### src/rtl/rbw_pkg.sv
package rbw_pkg;
   typedef enum logic [2:0] {
      S_IDLE = 3'd0,
      S_DATA = 3'd1,
      S_DROP = 3'd2,
      S_PAD  = 3'd3,
      S_HDR  = 3'd4
   } rbw_state_e;

   localparam int unsigned HDR_BYTES = 4;
   localparam int unsigned STAT_OK_BIT = 0;
   localparam int unsigned STAT_GRP_BIT = 5;
endpackage

### src/rtl/rbw_space_chk.sv
module rbw_space_chk #(
   parameter int unsigned PAGE_W    = 8,
   parameter int unsigned OFF_W     = 8,
   parameter int unsigned NEED_BYTES = 1518
) (
   input  logic [PAGE_W-1:0] cur_pg,
   input  logic [PAGE_W-1:0] bound_pg,
   input  logic [PAGE_W-1:0] start_pg,
   input  logic [PAGE_W-1:0] stop_pg,
   output logic              room_ok
);
   localparam int unsigned AW1 = PAGE_W + OFF_W + 1;
   localparam logic [AW1-1:0] NEED = AW1'(NEED_BYTES);

   logic [PAGE_W:0] ring_pg;
   logic [AW1-1:0]  ring_b, idx_b, bnd_b, free_b;

   always_comb begin
      ring_pg = {1'b0, stop_pg} - {1'b0, start_pg};
      ring_b  = {ring_pg, {OFF_W{1'b0}}};
      idx_b   = {1'b0, cur_pg, {OFF_W{1'b0}}};
      bnd_b   = {1'b0, bound_pg, {OFF_W{1'b0}}};
      if (idx_b < bnd_b) free_b = bnd_b - idx_b;
      else               free_b = ring_b - (idx_b - bnd_b);
      room_ok = (free_b >= NEED);
   end
endmodule

### src/rtl/rbw_next_page.sv
module rbw_next_page #(
   parameter int unsigned PAGE_W = 8,
   parameter int unsigned OFF_W  = 8,
   parameter int unsigned LEN_W  = 16
) (
   input  logic [PAGE_W-1:0] cur_pg,
   input  logic [PAGE_W-1:0] start_pg,
   input  logic [PAGE_W-1:0] stop_pg,
   input  logic [LEN_W-1:0]  stored_len,
   output logic [PAGE_W-1:0] next_pg
);
   localparam int unsigned SW = LEN_W + PAGE_W + 2;
   localparam logic [SW-1:0] ROUND = SW'(4 + (1 << OFF_W) - 1);

   logic [SW-1:0] span, sum, stop_x, ring_x;

   always_comb begin
      span   = (SW'(stored_len) + ROUND) >> OFF_W;
      sum    = SW'(cur_pg) + span;
      stop_x = SW'(stop_pg);
      ring_x = SW'(stop_pg) - SW'(start_pg);
      if (sum >= stop_x) sum = sum - ring_x;
      next_pg = sum[PAGE_W-1:0];
   end
endmodule

### src/rtl/rbw_wr_ptr.sv
module rbw_wr_ptr #(
   parameter int unsigned PAGE_W = 8,
   parameter int unsigned OFF_W  = 8
) (
   input  logic                     clk,
   input  logic                     rst_n,
   input  logic                     load,
   input  logic [PAGE_W+OFF_W-1:0]  load_addr,
   input  logic                     adv,
   input  logic [PAGE_W-1:0]        start_pg,
   input  logic [PAGE_W-1:0]        stop_pg,
   output logic [PAGE_W+OFF_W-1:0]  ptr
);
   localparam int unsigned AW = PAGE_W + OFF_W;

   logic [AW-1:0] start_a, last_a;

   assign start_a = {start_pg, {OFF_W{1'b0}}};
   assign last_a  = {stop_pg, {OFF_W{1'b0}}} - AW'(1);

   always_ff @(posedge clk or negedge rst_n) begin
      if (!rst_n)          ptr <= '0;
      else if (load)       ptr <= load_addr;
      else if (adv) begin
         if (ptr == last_a) ptr <= start_a;
         else               ptr <= ptr + AW'(1);
      end
   end
endmodule

### src/rtl/rx_ring_writer.sv
module rx_ring_writer
   import rbw_pkg::*;
#(
   parameter int unsigned PAGE_W    = 8,
   parameter int unsigned OFF_W     = 8,
   parameter int unsigned LEN_W     = 16,
   parameter int unsigned MAX_FRAME = 1514,
   parameter int unsigned MIN_FRAME = 60,
   parameter bit          REG_OUT   = 1'b1
) (
   input  logic                     clk,
   input  logic                     rst_n,
   input  logic                     rx_valid,
   input  logic [7:0]               rx_data,
   input  logic                     rx_last,
   output logic                     rx_ready,
   input  logic                     cmd_stop,
   input  logic [PAGE_W-1:0]        start_pg,
   input  logic [PAGE_W-1:0]        stop_pg,
   input  logic [PAGE_W-1:0]        bound_pg,
   input  logic                     cur_load,
   input  logic [PAGE_W-1:0]        cur_load_pg,
   output logic                     mem_we,
   output logic [PAGE_W+OFF_W-1:0]  mem_addr,
   output logic [7:0]               mem_wdata,
   output logic                     rx_irq,
   output logic [PAGE_W-1:0]        cur_pg
);
   localparam int unsigned AW = PAGE_W + OFF_W;
   localparam logic [LEN_W-1:0] MIN_L = LEN_W'(MIN_FRAME);
   localparam logic [LEN_W-1:0] HDR_L = LEN_W'(HDR_BYTES);

   if (OFF_W < 3) begin : g_bad_off
      $error("OFF_W must allow the header and first byte in one page");
   end
   if (LEN_W < 11 || LEN_W > 16) begin : g_bad_len
      $error("LEN_W must hold a maximum frame and fit two header bytes");
   end
   if (MAX_FRAME + HDR_BYTES >= (1 << (AW + 1))) begin : g_bad_max
      $error("MAX_FRAME too large for the address space");
   end

   rbw_state_e        state_q, state_d;
   logic [PAGE_W-1:0] cur_q, cur_d;
   logic [LEN_W-1:0]  cnt_q, cnt_d;
   logic              grp_q, grp_d;
   logic [1:0]        hidx_q, hidx_d;

   logic              take, room_ok, accept;
   logic [AW-1:0]     base_a, base4_a, ptr;
   logic              ptr_load, ptr_adv;
   logic [LEN_W-1:0]  stored_len;
   logic [15:0]       len16;
   logic [PAGE_W-1:0] next_pg;
   logic [7:0]        status_b;

   logic              wr_en, irq_c;
   logic [AW-1:0]     wr_addr;
   logic [7:0]        wr_data;

   rbw_space_chk #(
      .PAGE_W(PAGE_W), .OFF_W(OFF_W), .NEED_BYTES(MAX_FRAME + HDR_BYTES)
   ) u_space (
      .cur_pg(cur_q), .bound_pg(bound_pg), .start_pg(start_pg),
      .stop_pg(stop_pg), .room_ok(room_ok)
   );

   rbw_next_page #(
      .PAGE_W(PAGE_W), .OFF_W(OFF_W), .LEN_W(LEN_W)
   ) u_next (
      .cur_pg(cur_q), .start_pg(start_pg), .stop_pg(stop_pg),
      .stored_len(stored_len), .next_pg(next_pg)
   );

   rbw_wr_ptr #(
      .PAGE_W(PAGE_W), .OFF_W(OFF_W)
   ) u_ptr (
      .clk(clk), .rst_n(rst_n), .load(ptr_load), .load_addr(base4_a + AW'(1)),
      .adv(ptr_adv), .start_pg(start_pg), .stop_pg(stop_pg), .ptr(ptr)
   );

   assign rx_ready = ((state_q == S_IDLE) && !cur_load) ||
                     (state_q == S_DATA) || (state_q == S_DROP);
   assign take     = rx_valid && rx_ready;
   assign accept   = !cmd_stop && room_ok;
   assign base_a   = {cur_q, {OFF_W{1'b0}}};
   assign base4_a  = base_a + AW'(HDR_BYTES);
   assign stored_len = cnt_q + HDR_L;
   assign len16    = 16'(stored_len);
   assign cur_pg   = cur_q;

   always_comb begin
      status_b = '0;
      status_b[STAT_OK_BIT]  = 1'b1;
      status_b[STAT_GRP_BIT] = grp_q;
   end

   always_comb begin
      wr_en    = 1'b0;
      wr_addr  = ptr;
      wr_data  = rx_data;
      ptr_load = 1'b0;
      ptr_adv  = 1'b0;
      irq_c    = 1'b0;
      state_d  = state_q;
      cnt_d    = cnt_q;
      grp_d    = grp_q;
      hidx_d   = hidx_q;
      cur_d    = cur_q;
      case (state_q)
         S_IDLE: begin
            hidx_d = 2'd0;
            if (cur_load) begin
               cur_d = cur_load_pg;
            end else if (take) begin
               if (accept) begin
                  wr_en    = 1'b1;
                  wr_addr  = base4_a;
                  ptr_load = 1'b1;
                  cnt_d    = LEN_W'(1);
                  grp_d    = rx_data[0];
                  if (rx_last) state_d = (LEN_W'(1) < MIN_L) ? S_PAD : S_HDR;
                  else         state_d = S_DATA;
               end else if (!rx_last) begin
                  state_d = S_DROP;
               end
            end
         end
         S_DATA: begin
            if (take) begin
               wr_en   = 1'b1;
               ptr_adv = 1'b1;
               cnt_d   = cnt_q + LEN_W'(1);
               if (rx_last) state_d = (cnt_q + LEN_W'(1) < MIN_L) ? S_PAD : S_HDR;
            end
         end
         S_DROP: begin
            if (take && rx_last) state_d = S_IDLE;
         end
         S_PAD: begin
            wr_en   = 1'b1;
            wr_data = 8'h00;
            ptr_adv = 1'b1;
            cnt_d   = cnt_q + LEN_W'(1);
            if (cnt_q + LEN_W'(1) >= MIN_L) state_d = S_HDR;
         end
         S_HDR: begin
            wr_en   = 1'b1;
            wr_addr = base_a + AW'(hidx_q);
            case (hidx_q)
               2'd0:    wr_data = status_b;
               2'd1:    wr_data = 8'(next_pg);
               2'd2:    wr_data = len16[7:0];
               default: wr_data = len16[15:8];
            endcase
            hidx_d = hidx_q + 2'd1;
            if (hidx_q == 2'd3) begin
               irq_c   = 1'b1;
               cur_d   = next_pg;
               state_d = S_IDLE;
            end
         end
         default: state_d = S_IDLE;
      endcase
   end

   always_ff @(posedge clk or negedge rst_n) begin
      if (!rst_n) begin
         state_q <= S_IDLE;
         cur_q   <= '0;
         cnt_q   <= '0;
         grp_q   <= 1'b0;
         hidx_q  <= 2'd0;
      end else begin
         state_q <= state_d;
         cur_q   <= cur_d;
         cnt_q   <= cnt_d;
         grp_q   <= grp_d;
         hidx_q  <= hidx_d;
      end
   end

   if (REG_OUT) begin : g_reg_out
      always_ff @(posedge clk or negedge rst_n) begin
         if (!rst_n) begin
            mem_we    <= 1'b0;
            mem_addr  <= '0;
            mem_wdata <= '0;
            rx_irq    <= 1'b0;
         end else begin
            mem_we    <= wr_en;
            mem_addr  <= wr_addr;
            mem_wdata <= wr_data;
            rx_irq    <= irq_c;
         end
      end
   end else begin : g_comb_out
      assign mem_we    = wr_en;
      assign mem_addr  = wr_addr;
      assign mem_wdata = wr_data;
      assign rx_irq    = irq_c;
   end

   // the interrupt is a single-cycle pulse
   p_irq_pulse_r8: assert property (@(posedge clk) disable iff (!rst_n)
      rx_irq |=> !rx_irq);

   // the current page moves only on frame completion or a load
   p_cur_move_r8: assert property (@(posedge clk) disable iff (!rst_n)
      !$stable(cur_pg) |-> (rx_irq || $past(rx_irq) || $past(cur_load)));

   // every write lands inside the ring
   p_addr_in_ring_r4: assert property (@(posedge clk) disable iff (!rst_n)
      mem_we |-> (mem_addr >= {start_pg, {OFF_W{1'b0}}} &&
                  mem_addr <  {stop_pg,  {OFF_W{1'b0}}}));

   // header phase only after the count has reached the minimum
   p_len_min_r5: assert property (@(posedge clk) disable iff (!rst_n)
      (state_q == S_HDR) |-> (cnt_q >= MIN_L));

   // the link page stays inside the ring
   p_next_in_ring_r7: assert property (@(posedge clk) disable iff (!rst_n)
      (state_q == S_HDR) |-> (next_pg >= start_pg && next_pg < stop_pg));

   // a discarded frame produces no writes
   p_drop_quiet_r2: assert property (@(posedge clk) disable iff (!rst_n)
      (state_q == S_DROP) |-> !wr_en);
endmodule

### config.mk
export PLATFORM = sky130hd
export DESIGN_NAME = rx_ring_writer
export DESIGN_NICKNAME = d
export VERILOG_FILES = /design/src/rtl/rbw_pkg.sv /design/src/rtl/rbw_space_chk.sv /design/src/rtl/rbw_next_page.sv /design/src/rtl/rbw_wr_ptr.sv /design/src/rtl/rx_ring_writer.sv
export SDC_FILE = /design/constraint.sdc
export NUM_CORES = 1
export LEC_CHECK = 0
export CAP_MARGIN = 15
export CORE_UTILIZATION = 32
export DETAILED_ROUTE_END_ITERATION = 8
export SLEW_MARGIN = 20
export SYNTH_ARGS = -nofsm -noshare
export SYNTH_HDL_FRONTEND = slang
export SYNTH_SLANG_ARGS = --single-unit
### constraint.sdc
create_clock -name clk -period 8.6 [get_ports clk]
set_clock_uncertainty 0.1 [all_clocks]
set_input_delay 0.86 -clock clk [delete_from_list [all_inputs] [get_ports clk]]
set_output_delay 0.86 -clock clk [all_outputs]
set_load 0.05 [all_outputs]
==> results.txt <==
min-delay worst type - register to register
DR pass1 iterations - 7
number of synthesized flops with an enable pin - 0
asr flop ratio synth - 100.0%
H-tree levels - 3
Placeable Area - 21760 um2
sequential fraction of the synthesis area - 25.43%
Post-DP HPWL - 16890 um
Crit-path slowest cell - nor4bb_1
placed cell count - 1170
First DRT Iteration DRCs - 436
CP Buf/Inv Count - 3
Post-Route WL - 21600 um
Post-CTS Hold Buffers - 0
CTS sink count - 72
CP Depth - 19
clock root buffer - clkbuf_16
antenna cell count - 0
chip height - 150.8 um
delay of the slowest critical-path stage - 0.75 ns
Ys Warns - 0
setup slack, reg-to-reg - 2.35 ns
Die Width - 150.8 um
RSZ-0062 raised after global routing - false
Netlist Area Pre-Place - 7084 um2
Startpoint Class - input port
CP max FO - 20
DRC - 1
largest net degree at the start of global routing - 73
layout cells sized above 1 - 7.616%
pre-CTS setup slack - 1.895 ns
clock-pin slew on the worst setup and hold paths - 0.06 ns
DIE AREA - 22740 um2
crit-path leading delay family - simple AND/OR/NAND/NOR gates
clock share of power - 12.5%
worst r2r dst - mem_wdata[1]
Cell variety after synth - 85
CTS Buffer Depth - 2
most common cell after layout, fill and taps aside - clkdlybuf4s50_1
Syn Nets - 969
Total Neg Setup Slack - 0 ns
row cnt - 54
first-pass GRT wire length - 34640 um
ys flop type - dfrtp_1
cells after synthesis - 846
CTS Buf Count - 9
Max Cap Viol - 0
Comb pwr share - 68.4%
Pwr Total - 3469 uW
CP arrival - 6.41 ns
Hold Vio Cnt, Final - 0
post-route ant nets - 0
Slew @ Worst Pin - 1.085 ns
grt ovf - 0
cts repair resizes - 0
critical path endpoint - u_ptr.ptr[9]
worst-skew pair later-pin latency - 0.35 ns
sw power - 1795 uW
power per cell area - 412.8 nW/um2
GRT Total Usage - 20.00%
Crit. Startpoint - start_pg[1]
io pins - 81
LEAKAGE - 0.003421 uW
WS Path Type - input port to register
Crit path top cell by count - a21o_1
data required time of the worst path - 8.73 ns
sequential cell fraction of total power - 19.0%
post-route setup slack - 2.322 ns
setup repair bufs after CTS - 0
Reg area - 1802 um2
Starting Density - 32.56%
P&R area growth vs syn - 18.63%
Reg2Reg Depth - 21
relative max-transition margin - 27.39%
Final nets - 1024
failing checks - DRC
fmax - 159.3 MHz
#FFs+latches synth - 72
Max VDD drop - 269.6 uV
Cell Count, Final, Fillers Out - 1186
outcome - complete, but fails checks
vias in the first global route - 6405
average wire per standard cell - 18.21 um
Post-Syn Area per Cell - 8.374 um2
# setup viols final - 0
most frequent cells in the layout - clkdlybuf4s50_1 (79), nand2_1 (75), a21oi_1 (74)
number of fill cells - 2278
crit path cell chain - clkdlybuf4s50_1 > inv_1 > ha_1 > a21o_1 > a21o_1 > a21o_1 > a21oi_1 > xnor2_1 > fa_1 > ha_1 > and2_0 > o21ai_0 > or3b_2 > a21oi_1 > xnor2_1 > nor4bb_1 > nor2_2 > buf_4 > mux2_2
port bufs - 80
initial antenna violation count - 0
via count - 6567
final period demand of the worst path - 6.278 ns
CTS tree - built
Sw Share - 51.73%
Cell Int Power - 1674 uW
FF-to-FF Start - cnt_q[3]
fin. max-slew vios - 0
period utilization - 73.00%
vias per inst - 5.537
Setup crit end kind - register
multi-input logic area - 4855 um2
global placement routability congestion - 0.9134
cell usage after synthesis, types with 16 or more instances:
library cell  instances  area (um2)
clkbuf_1             25       93.84
nor2_1               63       236.5
nand3_1              21       105.1
nor3_1               24       120.1
fa_1                 19       380.4
ha_1                 58       725.7
o21ai_0              48       240.2
xnor2_1              43       376.6
a21oi_1              74       370.4
inv_1                60       225.2
dfrtp_1              72        1802
xor2_1               16       140.1
nand2_1              75       281.5
kinds of logic after synthesis:
family,count (synthesis),synth area share (%)
compound gates,243,22.52
xor+xnor,59,7.294
fa+ha+maj,77,15.61
buf+inv,101,6.146
flops,72,25.43
mux,22,3.303
simple gates,272,19.69
through the flow:
step	utilization [%]	cell area, um2	hold slack (ns)
final	38.63	8404	0.4108
after global routing	38.63	8404	0.4396
after CTS	38.61	8401	0.4151
after detailed placement	37.07	8064	0.4015
after global placement	37.07	8064	0.3949
after floorplan	-	7084	0.3810
final cells by class:
cell class	instances	share of cell area [%]
clock inverter	6	1.280
clock buffer	10	2.724
multi-input combinational	673	57.76
inverter	60	2.680
sequential	72	21.44
tap	280	4.169
timing repair buffer	85	9.945
worst min path at each step:
stage | start | to | slack [ns] | cells after the start
5_1_grt | grp_q | grp_q | 0.44 | 1
2_1_floorplan | grp_q | grp_q | 0.38 | 1
6_report | grp_q | grp_q | 0.41 | 1
3_5_place_dp | grp_q | grp_q | 0.40 | 1
4_1_cts | grp_q | grp_q | 0.42 | 1
3_3_place_gp | grp_q | grp_q | 0.39 | 1
sequential cells by signal (all words and copies together), names as in the netlist:
| signal | count |
|---|---|
| cnt_q | 16 |
| mem_addr | 16 |
| u_ptr.ptr | 16 |
| cur_pg | 8 |
| mem_wdata | 8 |
| state_q | 3 |
| hidx_q | 2 |
| grp_q | 1 |
| mem_we | 1 |
| rx_irq | 1 |
routing by layer:
| layer | up-vias | global-route usage [%] | part of all wire (%) |
|---|---|---|---|
| met5 | - | 0 | 0 |
| met4 | 0 | 6.900 | 2.6 |
| met3 | 36 | 2.771 | 5.3 |
| met2 | 199 | 31.08 | 45 |
| met1 | 3174 | 28.26 | 47 |
| li1 | 3158 | - | - |
power by group through the flow:
stage          combinational [uW]  sequential, uW  clock (uW)
6_report                     2370             660         435
5_1_grt                      2620             684         454
4_1_cts                      2370             658         441
3_5_place_dp                 2350             661           0
3_3_place_gp                 2340             661           0
2_1_floorplan                1570             808           0
Note: power is estimated with default switching activity, not from simulation.
